File: config.mk
export PLATFORM = sky130hd
export DESIGN_NAME = ext_irq_flag_unit
export DESIGN_NICKNAME = d
export VERILOG_FILES = /design/src/rtl/eiu_pkg.sv /design/src/rtl/eiu_edge_detect.sv /design/src/rtl/eiu_mode_reg.sv /design/src/rtl/eiu_flag_reg.sv /design/src/rtl/ext_irq_flag_unit.sv
export SDC_FILE = /design/constraint.sdc
export NUM_CORES = 1
export LEC_CHECK = 0
export ABC_AREA = 1
export BUFFER_PORTS_ARGS = -buffer_cell sky130_fd_sc_hd__buf_2
export CORE_ASPECT_RATIO = 0.8
export CORE_MARGIN = 3
export CORE_UTILIZATION = 25
export DETAILED_ROUTE_END_ITERATION = 8
export PLACE_DENSITY = 0.52
export SKIP_LAST_GASP = 1
export SLEW_MARGIN = 20
export SYNTH_ARGS = -nofsm -noshare
export SYNTH_HDL_FRONTEND = slang
export SYNTH_SLANG_ARGS = --single-unit
File: constraint.sdc
create_clock -name clk -period 1.8 [get_ports clk]
set_clock_uncertainty 0.05 [all_clocks]
set_input_delay 0 -clock clk [delete_from_list [all_inputs] [get_ports clk]]
set_output_delay 0 -clock clk [all_outputs]
set_load 0.005 [all_outputs]
File: src/rtl/eiu_pkg.sv
package eiu_pkg;

    typedef enum logic [1:0] {
        EDGE_NONE = 2'b00,
        EDGE_RISE = 2'b01,
        EDGE_FALL = 2'b10,
        EDGE_BOTH = 2'b11
    } edge_mode_e;

    localparam int MODE_W = 2;

endpackage

File: src/rtl/eiu_edge_detect.sv
module eiu_edge_detect
    import eiu_pkg::*;
#(
    parameter int STAGES = 2
) (
    input  logic                clk,
    input  logic                rst_n,
    input  logic                pin,
    input  logic [MODE_W-1:0]   mode,
    output logic                hit
);

    logic [STAGES-1:0] sync_q;
    logic              prev_q;
    logic              now_s;
    logic              rise;
    logic              fall;
    edge_mode_e        sel;

    assign now_s = sync_q[STAGES-1];
    assign sel   = edge_mode_e'(mode);

    // synchronizer chain and edge history; history follows the pin in every mode
    always_ff @(posedge clk or negedge rst_n) begin
        if (!rst_n) begin
            sync_q <= '0;
            prev_q <= 1'b0;
        end else begin
            sync_q <= {sync_q[STAGES-2:0], pin};
            prev_q <= now_s;
        end
    end

    always_comb begin
        rise = now_s & ~prev_q;
        fall = ~now_s & prev_q;
        hit  = 1'b0;
        unique case (sel)
            EDGE_NONE: hit = 1'b0;
            EDGE_RISE: hit = rise;
            EDGE_FALL: hit = fall;
            EDGE_BOTH: hit = rise | fall;
        endcase
    end

endmodule

File: src/rtl/eiu_mode_reg.sv
module eiu_mode_reg #(
    parameter int W = 6
) (
    input  logic         clk,
    input  logic         rst_n,
    input  logic         wr_en,
    input  logic [W-1:0] wdata,
    output logic [W-1:0] mode_q
);

    always_ff @(posedge clk or negedge rst_n) begin
        if (!rst_n) begin
            mode_q <= '0;
        end else if (wr_en) begin
            mode_q <= wdata;
        end
    end

endmodule

File: src/rtl/eiu_flag_reg.sv
module eiu_flag_reg #(
    parameter int W = 8
) (
    input  logic         clk,
    input  logic         rst_n,
    input  logic [W-1:0] set_vec,
    input  logic         clr_en,
    input  logic [W-1:0] keep_mask,
    output logic [W-1:0] flag_q,
    output logic         irq_q
);

    logic [W-1:0] flag_d;

    // a write keeps only the bits written as 1; a same-cycle event overrides the clear
    always_comb begin
        flag_d = clr_en ? (flag_q & keep_mask) : flag_q;
        flag_d = flag_d | set_vec;
    end

    always_ff @(posedge clk or negedge rst_n) begin
        if (!rst_n) begin
            flag_q <= '0;
            irq_q  <= 1'b0;
        end else begin
            flag_q <= flag_d;
            irq_q  <= |flag_q;
        end
    end

    for (genvar i = 0; i < W; i++) begin : g_chk
        AST_FLAG_STICKY: assert property (@(posedge clk) disable iff (!rst_n)
            (flag_q[i] && !(clr_en && !keep_mask[i])) |=> flag_q[i]);
        AST_EVENT_BEATS_CLEAR: assert property (@(posedge clk) disable iff (!rst_n)
            set_vec[i] |=> flag_q[i]);
        AST_ONE_WRITE_HOLDS: assert property (@(posedge clk) disable iff (!rst_n)
            (clr_en && keep_mask[i] && !set_vec[i]) |=> (flag_q[i] == $past(flag_q[i])));
    end

    AST_IRQ_AFTER_FLAG: assert property (@(posedge clk) disable iff (!rst_n)
        (flag_q != '0) |=> irq_q);
    AST_IRQ_DROPS: assert property (@(posedge clk) disable iff (!rst_n)
        (flag_q == '0) |=> !irq_q);

endmodule

File: src/rtl/ext_irq_flag_unit.sv
module ext_irq_flag_unit
    import eiu_pkg::*;
#(
    parameter int                N_EXT       = 3,
    parameter int                N_TMR       = 5,
    parameter int                SYNC_STAGES = 2,
    parameter int                DATA_W      = 8,
    parameter int                ADDR_W      = 8,
    parameter logic [ADDR_W-1:0] FLAG_ADDR   = 8'hBB,
    parameter logic [ADDR_W-1:0] MODE_ADDR   = 8'hBF
) (
    input  logic              clk,
    input  logic              rst_n,
    input  logic [N_EXT-1:0]  ext_pin,
    input  logic [N_TMR-1:0]  tmr_evt,
    input  logic [ADDR_W-1:0] bus_addr,
    input  logic              bus_wr,
    input  logic [DATA_W-1:0] bus_wdata,
    output logic [DATA_W-1:0] bus_rdata,
    output logic              irq
);

    localparam int FLAG_W = N_EXT + N_TMR;
    localparam int MODE_T = N_EXT * MODE_W;

    logic [N_EXT-1:0]  ext_hit;
    logic [MODE_T-1:0] mode_q;
    logic [FLAG_W-1:0] flag_q;
    logic              wr_flag;
    logic              wr_mode;

    assign wr_flag = bus_wr && (bus_addr == FLAG_ADDR);
    assign wr_mode = bus_wr && (bus_addr == MODE_ADDR);

    for (genvar i = 0; i < N_EXT; i++) begin : g_pin
        eiu_edge_detect #(
            .STAGES (SYNC_STAGES)
        ) u_edge (
            .clk   (clk),
            .rst_n (rst_n),
            .pin   (ext_pin[i]),
            .mode  (mode_q[MODE_W*i +: MODE_W]),
            .hit   (ext_hit[i])
        );
    end

    eiu_mode_reg #(
        .W (MODE_T)
    ) u_mode (
        .clk    (clk),
        .rst_n  (rst_n),
        .wr_en  (wr_mode),
        .wdata  (bus_wdata[MODE_T-1:0]),
        .mode_q (mode_q)
    );

    eiu_flag_reg #(
        .W (FLAG_W)
    ) u_flag (
        .clk       (clk),
        .rst_n     (rst_n),
        .set_vec   ({tmr_evt, ext_hit}),
        .clr_en    (wr_flag),
        .keep_mask (bus_wdata[FLAG_W-1:0]),
        .flag_q    (flag_q),
        .irq_q     (irq)
    );

    always_comb begin
        bus_rdata = '0;
        if (bus_addr == FLAG_ADDR) begin
            bus_rdata[FLAG_W-1:0] = flag_q;
        end else if (bus_addr == MODE_ADDR) begin
            bus_rdata[MODE_T-1:0] = mode_q;
        end
    end

    for (genvar i = 0; i < N_EXT; i++) begin : g_pin_chk
        AST_DISABLED_PIN_QUIET: assert property (@(posedge clk) disable iff (!rst_n)
            $rose(flag_q[i]) |-> ($past(mode_q[MODE_W*i +: MODE_W]) != 2'b00));
    end

    AST_MODE_TOP_ZERO: assert property (@(posedge clk) disable iff (!rst_n)
        (bus_addr == MODE_ADDR) |-> (bus_rdata[DATA_W-1:MODE_T] == '0));

endmodule

==> impl_metrics.yaml, run 1 <==
power:
  powerDensity_nw_per_um2: 677
  ir_drop_uv: 349
  power_mw: 1.18
  pwr-share-clk_pct: 39.9
  seqPwrFrac_pct: 49.1
  internal-power_mw: 0.922
  p_sw_share_pct: 22.1
  power.switching_mw: 0.262
  power.leakage_nw: 0.996
  combPwrFrac_pct: 11.0
worst_setup_path:
  crit_path_end_kind: "primary output"
  r2r_start: "g_pin[2].u_edge.sync_q[1]"
  endpoint: "bus_rdata[2]"
  rrSetupSlack_ns: 0.71
  start_kind: "flip-flop"
  crit_path_max_fanout: 5
  cpMaxStageDelayCell: "dfrtp_1"
  critPathMostFrequentCell: "o21ai_0"
  critical_path.max_stage_delay_ns: 0.41
  path_cells: "o21ai_0 > o21ai_0 > buf_2"
  worstSetupPathType: "reg -> out"
  rr_endpoint: "u_flag.flag_q[2]"
  arrival_ns: 1.07
  ff2ff_path_depth: 4
  critPathRequiredTime_ns: 1.75
  worstSetupStartpoint: "u_mode.mode_q[2]"
synthesis:
  synth.top_cells.by_count: "48 x nand2_1, 27 x inv_1, 24 x dfrtp_1"
  yosysUniqueCellTypes: 18
  synth.cell_area_um2: 1300
  yosys.area.top_type_share_pct: 46.3
  yosysMostFrequentCell: "nand2_1"
  synth_warnings: 0
  syn_inst: 156
  syn_nets: 189
  synth_ff_type: "dfrtp_1"
  synth-edff-count: 0
  ys_seq_area_share_pct: 46.3
  synthArstFlopShare_pct: 100
  yosys.area.top_type: "dfrtp_1"
  ys_seq_elements: 24
  ys_top_cells_by_area: "dfrtp_1 46%, nand2_1 14%, inv_1 7.8%, nand3_1 6.6%, ha_1 5.8%"
  postSynthAreaPerCell_um2: 8.32
global_routing:
  grt_pass1_wl_um: 4970
  grt_pass1_vias: 1040
  antenna_found_initial: 0
  grt_usage_pct: 10.4
  grt_max_degree: 25
  grt_overflow: 0
drt:
  viasPerCell: 4.44
  wl_per_cell_um: 11.1
  postRouteAntennaNets: 0
  drc_errors: 0
  via_count: 1190
  dr.pass1.iters: 4
  postRouteWirelength_um: 2990
  drtIter0Drc: 50
final_layout:
  drive_above_1_share_pct: 24.0
  area_delta_synth_final_pct: 34.9
  diodes: 0
  fillers: 530
  num-nets-final: 242
floorplan:
  ios: 36
  core_area_um2: 4790
  die-area_um2: 6100
  initial_core_util_pct: 27.1
  num_rows: 22
  die_h_um: 70.4
  fp.dieW_um: 86.5
run_status:
  status: "finished clean"
timing:
  rsz0062_at_grt: "no"
  relSlewSlack_pct: 63.8
  setup_viol: 0
  drv_slew: 0
  fin_setup_tns_ns: 0
  fmax_ghz: 0.896
  timing_hold_violations_final: 0
  worstMarginPinSlew_ns: 0.543
  finalCritPeriodShare_pct: 62.0
  layout_setup_ws_ns: 0.684
  min_period_ns: 1.12
clocking:
  clkTransAtPathRegs_ns: 0.09
  cts_tree: "yes"
  cts-buffers-inserted: 3
  cts_resized: 0
  cts_root_buf: "clkbuf_8"
  clock_latency_ns: 0.26
  cts_htree_levels: 1
  cts.sinks: 24
  clk_path_buf_depth: 2
placement:
  place_hpwl_um: 2240
  place.gp.congestion: 0.746
  place.port_buffers: 35
  pre_cts_ws_ns: 0.695
min_path:
  hold_path.class: "in -> reg"
run:
  max_cap_violations: 0
==> cell type report <==
type	count	area, um^2	share of cell area [%]
multi-input combinational	101	564	32.2
sequential	24	601	34.3
inverter	28	106	6.08
clock buffer	3	41.3	2.36
tap	60	75.1	4.29
timing repair buffer	51	333	19.0
clock inverter	1	30.0	1.72
==> per-stage QoR <==
stage | cells | cell area (um^2) | util, % | hold WS [ns]
floorplan | 156 | 1300 | - | -0.346
global placement | 249 | 1530 | 31.9 | -0.0245
detailed placement | 249 | 1530 | 31.9 | -0.0292
CTS | 268 | 1750 | 36.5 | 0.0303
global route | 268 | 1750 | 36.5 | 0.0531
finish | 268 | 1750 | 36.5 | 0.0280
==> cells by family after synthesis <==
family / synth area share (%)
compound gates: 3.66
fa+ha+maj: 5.79
buf+inv: 10.2
flops: 46.3
simple gates: 34.0
==> worst min-delay path by stage <==
stage | startpoint | endpoint | slack [ns] | depth (start not counted)
2_1_floorplan | rst_n | g_pin[0].u_edge.prev_q | -0.35 | 0
3_3_place_gp | rst_n | u_flag.irq_q | -0.02 | 1
3_5_place_dp | rst_n | u_flag.flag_q[6] | -0.03 | 1
4_1_cts | bus_wdata[6] | u_flag.flag_q[6] | 0.03 | 5
5_1_grt | bus_wdata[6] | u_flag.flag_q[6] | 0.05 | 5
6_report | bus_wdata[6] | u_flag.flag_q[6] | 0.03 | 5
==> power groups by stage <==
stage	combinational [mW]	clock (mW)	sequential [mW]
global placement	0.108	0	0.591
global route	0.151	0.511	0.586
finish	0.131	0.473	0.581
floorplan	0.0579	0	0.586
CTS	0.134	0.490	0.581
detailed placement	0.108	0	0.592
==> worst max-delay path: cells and delay by family, from the launching register on <==
kind | cells | cell delay, ns
flops | 1 | 0.41
compound gates | 2 | 0.26
buf+inv | 1 | 0.13
==> registers in the layout (all words and copies together), names as in the netlist <==
register / cells
u_mode.mode_q: 6
u_flag.irq_q: 1
g_pin.u_edge.prev_q: 3
g_pin.u_edge.sync_q: 6
u_flag.flag_q: 8
==> placed cells by master, fill, tap and decap left out <==
cell type / netlist / layout
bufinv_16: 0 / 1
buf_2: 0 / 35
inv_1: 27 / 27
nand2_4: 2 / 2
nor2_8: 2 / 2
clkbuf_8: 0 / 3
nand2_2: 3 / 3
dfrtp_1: 24 / 24
nand3_1: 17 / 17
clkinv_2: 1 / 1
nand2_1: 48 / 48
o21ai_0: 5 / 5
nand4_1: 8 / 8
nor2_1: 3 / 3
ha_1: 6 / 6
nand3_2: 1 / 1
nor2_4: 1 / 1
dlygate4sd3_1: 0 / 15
o211ai_1: 3 / 3
buf_4: 2 / 1
nor4_1: 2 / 2
==> timing repair <==
item,in CTS,in global routing
setup buffers,0,0
hold buffers,15,0
endpoints found under the hold margin,38,0
==> routing by layer <==
layer / wire length (um) / up-vias / global-route usage [%]
li1: - / 601 / -
met1: 1540 / 553 / 16.1
met2: 1210 / 34 / 14.1
met3: 221 / 2 / 3.07
met4: 18 / 0 / 2.08
met5: 0 / - / 0
(Power assumes the default switching activity.)
==> inputs of run 2 (changes only) <==
--- a/config.mk
+++ b/config.mk
@@ -11,7 +11,7 @@
 export CORE_MARGIN = 3
 export CORE_UTILIZATION = 25
 export DETAILED_ROUTE_END_ITERATION = 8
-export PLACE_DENSITY = 0.52
+export PLACE_DENSITY = 0.54
 export SKIP_LAST_GASP = 1
 export SLEW_MARGIN = 20
 export SYNTH_ARGS = -nofsm -noshare
==> constraint.sdc (replaced) <==
create_clock -name clk -period 1 [get_ports clk]
set_clock_uncertainty 0.05 [all_clocks]
set_input_delay 0 -clock clk [delete_from_list [all_inputs] [get_ports clk]]
set_output_delay 0 -clock clk [all_outputs]
set_load 0.005 [all_outputs]
==> impl_metrics.yaml, run 2 (synthesis gave the netlist of run 1 again) <==
worst_setup_path:
  critPathRequiredTime_ns: 0.95
  worstSetupPathType: "reg -> out"
  start_kind: "flip-flop"
  ff2ff_path_depth: 4
  rr_endpoint: "u_flag.flag_q[1]"
  crit_path_end_kind: "primary output"
  arrival_ns: 1.06
  rrSetupSlack_ns: -0.09
  path_cells: "buf_6 > nand3_2 > o21ai_1 > buf_2"
  crit_path_max_fanout: 2
  r2r_start: "g_pin[1].u_edge.sync_q[1]"
  crit_family: "flip-flops"
  crit_buf_inv: 2
  cpMaxStageDelayCell: "dfrtp_1"
  critical_path.max_stage_delay_ns: 0.42
final_layout:
  largest_register_ffs: 8
  reg_top3: "u_flag.flag_q (8), g_pin.u_edge.sync_q (6), u_mode.mode_q (6)"
  finalNonFillerCells: 290
  area_delta_synth_final_pct: 55.9
  final_area_um2: 2020
  layout_common_cells: "46 x nand2_1, 34 x buf_2, 24 x inv_1, 22 x dfrtp_1, 15 x dlygate4sd3_1"
  num-nets-final: 264
  top_register: "u_flag.flag_q"
  drive_above_1_share_pct: 38.7
  post-route-util_pct: 42.2
  diodes: 0
  final_common_cell: "nand2_1"
drt:
  drtIter0Drc: 72
  via_count: 1290
  drc_errors: 0
  postRouteAntennaNets: 0
  wl_per_cell_um: 12.1
  viasPerCell: 4.45
  postRouteWirelength_um: 3500
  dr.pass1.iters: 4
min_path:
  worstHoldPathCells: 5
  holdCritStartpoint: "bus_wdata[7]"
  hold_path.class: "in -> reg"
  whs_endpoint: "u_flag.flag_q[7]"
timing:
  finalCritPeriodShare_pct: 111
  fin_setup_tns_ns: -0.590
  setup_viol: 10
  relSlewSlack_pct: 85.1
  min_period_ns: 1.11
  fmax_ghz: 0.902
  timing_hold_violations_final: 0
  rsz0062_at_grt: "yes"
  worstMarginPinSlew_ns: 0.223
  whs_ns: 0.0162
  drv_slew: 0
  layout_setup_ws_ns: -0.109
clocking:
  clkTransAtPathRegs_ns: 0.08
  cts.sinks: 24
  cts_htree_levels: 1
  cts_root_buf: "clkbuf_8"
  clock_latency_ns: 0.26
  cts-buffers-inserted: 3
  cts_tree: "yes"
  clk_path_buf_depth: 2
placement:
  place.gp.congestion: 0.795
  place_hpwl_um: 2470
  place.port_buffers: 35
  placedCellCount: 259
  placed_cell_area_um2: 1620
power:
  powerDensity_nw_per_um2: 1010
  ir_drop_uv: 557
  power.leakage_nw: 1.13
floorplan:
  die-area_um2: 6100
  die_h_um: 70.4
  num_rows: 22
  initial_core_util_pct: 27.1
  ios: 36
  fp.dieW_um: 86.5
  core_area_um2: 4790
global_routing:
  grt_usage_pct: 11.6
  grt_overflow: 0
  grt_max_degree: 25
  grt_pass1_vias: 1222
  grt_pass1_wl_um: 5630
  antenna_found_initial: 0
run_status:
  status: "complete, but fails checks"
  violations: "negative setup slack"
run:
  max_cap_violations: 0
run 2: cell type report:
class | count | area (um^2)
fill | 508 | 2770
multi-input combinational | 101 | 637
sequential | 24 | 603
timing repair buffer | 73 | 547
inverter | 28 | 106
tap | 60 | 75.1
clock buffer | 4 | 55.1
run 2: metrics by stage:
| step | worst slack (ns) | power, mW |
|---|---|---|
| CTS | -0.0916 | 2.05 |
| global route | -0.186 | 2.15 |
| detailed placement | -0.0799 | 1.30 |
| global placement | -0.0600 | 1.30 |
| floorplan | -0.0192 | 1.16 |
| finish | -0.109 | 2.04 |
run 2: worst register-to-register path, stage by stage, from the launching register on:
cell	delay, ns
dfrtp_1	0.40
ha_1	0.29
nand3_2	0.05
o211ai_1	0.10
nand3_1	0.09
run 2: how the worst max path moves through the flow:
stage                                         start               end  slack, ns  depth (start not counted)
after floorplan           g_pin[0].u_edge.sync_q[1]  u_flag.flag_q[0]      -0.02                          4
after global placement    g_pin[2].u_edge.sync_q[1]  u_flag.flag_q[2]      -0.06                          4
after detailed placement  g_pin[0].u_edge.sync_q[1]  u_flag.flag_q[0]      -0.08                          4
after CTS                 g_pin[0].u_edge.sync_q[1]  u_flag.flag_q[0]      -0.09                          4
after global routing         g_pin[1].u_edge.prev_q  u_flag.flag_q[1]      -0.19                          5
final                              u_flag.flag_q[1]      bus_rdata[1]      -0.11                          4
run 2: power breakdown:
group          internal (mW)  leakage [nW]  switching (mW)  total (mW)
logic                  0.184         0.839           0.159       0.343
registers               1.01         0.266          0.0305        1.04
clock network          0.351        0.0288           0.305       0.656
run 2: what timing repair did:
action	CTS	global route
setup buffers	12	0
hold buffers	15	0
endpoints found under the setup margin	11	15
resized for setup	18	14
hold endpoints to repair	38	0
pin swaps	8	11
run 2: layer usage:
layer	share of wire, %	GRT usage, %
met1	46	15.4
met2	46	17.7
met3	7.9	5.19
met4	0	1.56
met5	0	0
==> inputs of run 3 (changes only) <==
--- a/config.mk
+++ b/config.mk
@@ -7,7 +7,7 @@
 export LEC_CHECK = 0
 export ABC_AREA = 1
 export BUFFER_PORTS_ARGS = -buffer_cell sky130_fd_sc_hd__buf_2
-export CORE_ASPECT_RATIO = 0.8
+export CORE_ASPECT_RATIO = 1.75
 export CORE_MARGIN = 3
 export CORE_UTILIZATION = 25
 export DETAILED_ROUTE_END_ITERATION = 8
==> impl_metrics.yaml, run 3 (synthesis gave the netlist of run 1 again) <==
worst_setup_path:
  crit_path_max_fanout: 2
  critical_path.max_stage_delay_ns: 0.42
  crit_path_end_kind: "primary output"
  cpMaxStageDelayCell: "dfrtp_1"
  critPathRequiredTime_ns: 0.95
  path_cells: "buf_6 > nand3_2 > o21ai_1 > buf_2"
  crit_family: "flip-flops"
  arrival_ns: 1.07
  crit_cells: 4
  start_kind: "flip-flop"
  worstSetupStartpoint: "u_flag.flag_q[2]"
  r2r_start: "u_flag.flag_q[2]"
  ff2ff_path_depth: 3
  worstSetupPathType: "reg -> out"
  crit_buf_inv: 2
floorplan:
  core_area_um2: 4980
  fp.dieW_um: 60.5
  ios: 36
  num_rows: 34
  die-area_um2: 6120
  initial_core_util_pct: 26.1
  die_h_um: 101
drt:
  postRouteWirelength_um: 3330
  drc_errors: 0
  wl_per_cell_um: 11.8
  postRouteAntennaNets: 0
  viasPerCell: 4.38
  drtIter0Drc: 16
  dr.pass1.iters: 4
  via_count: 1236
clocking:
  cts_htree_levels: 1
  cts_root_buf: "clkbuf_8"
  cts.sinks: 24
  clk_path_buf_depth: 2
  cts-buffers-inserted: 3
  clock_latency_ns: 0.27
  clkTransAtPathRegs_ns: 0.09
  cts_tree: "yes"
final_layout:
  post-route-util_pct: 39.2
  final_common_cell: "nand2_1"
  layout_common_cells: "47 x nand2_1, 35 x buf_2, 24 x inv_1, 22 x dfrtp_1, 18 x buf_4"
  diodes: 0
  largest_register_ffs: 8
  top_register: "u_flag.flag_q"
  area_delta_synth_final_pct: 50.3
  finalNonFillerCells: 282
  reg_top3: "u_flag.flag_q (8), g_pin.u_edge.sync_q (6), u_mode.mode_q (6)"
  drive_above_1_share_pct: 36.4
  num-nets-final: 262
run_status:
  violations: "negative setup slack"
  status: "complete, but fails checks"
timing:
  layout_setup_ws_ns: -0.119
  finalCritPeriodShare_pct: 112
  drv_slew: 0
  setup_viol: 7
  min_period_ns: 1.12
  relSlewSlack_pct: 61.3
  whs_ns: 0.0195
  fmax_ghz: 0.894
  worstMarginPinSlew_ns: 0.580
  timing_hold_violations_final: 0
  rsz0062_at_grt: "yes"
power:
  power.leakage_nw: 1.10
  ir_drop_uv: 592
  powerDensity_nw_per_um2: 1130
  power_mw: 2.20
min_path:
  hold_path.class: "in -> reg"
  holdCritStartpoint: "bus_wr"
  worstHoldPathCells: 3
placement:
  place.gp.congestion: 0.767
  placedCellCount: 249
  place.port_buffers: 35
  place_hpwl_um: 2460
global_routing:
  grt_pass1_wl_um: 5610
  grt_overflow: 0
  grt_usage_pct: 12.2
  grt_max_degree: 25
  antenna_found_initial: 0
  grt_pass1_vias: 1257
run:
  max_cap_violations: 0
-- run 3: final timing paths --
kind,slack [ns],end
min in group asynchronous,0.22,g_pin[1].u_edge.sync_q[1]
max in group asynchronous,0.27,u_mode.mode_q[2]
worst min register to register,0.31,g_pin[2].u_edge.sync_q[1]
worst max register to register,-0.11,u_flag.irq_q
worst min-delay path,0.02,u_flag.flag_q[4]
worst max-delay path,-0.12,bus_rdata[2]
-- run 3: layout make-up --
| type | count | area (um^2) |
|---|---|---|
| clock inverter | 1 | 30.0 |
| fill | 497 | 3030 |
| sequential | 24 | 603 |
| timing repair buffer | 71 | 494 |
| inverter | 28 | 106 |
| clock buffer | 3 | 41.3 |
| multi-input combinational | 101 | 608 |
| tap | 54 | 67.6 |
-- run 3: power by group --
group	switching, mW	internal (mW)
combinational	0.144	0.154
clock	0.327	0.535
sequential	0.0316	1.01
total	0.502	1.70
-- run 3: worst reg2reg max path, stage by stage, from the launching register on --
cell     delay [ns]
dfrtp_1        0.42
buf_4          0.17
nor4_4         0.26
nand2_1        0.08
-- run 3: per-stage QoR --
stage	setup slack, ns	area [um^2]	setup TNS [ns]
detailed placement	-0.0731	1570	-0.234
global placement	-0.0561	1570	-0.178
floorplan	-0.0192	1300	-0.0573
finish	-0.119	1950	-0.478
CTS	-0.131	1920	-0.548
global route	-0.173	1950	-1.11
-- run 3: repair_timing --
item                                   in CTS  in global routing
pin swaps                                   8                  6
resized for setup                          13                  8
setup endpoints to repair                  11                 13
setup buffers                              12                  2
hold buffers                               15                  0
endpoints found under the hold margin      38                  0
-- run 3: layer usage --
metal,global-route usage (%),wire [um]
met5,0,0
met2,22.3,1900
met3,1.28,74
met4,5.34,79
met1,13.7,1270
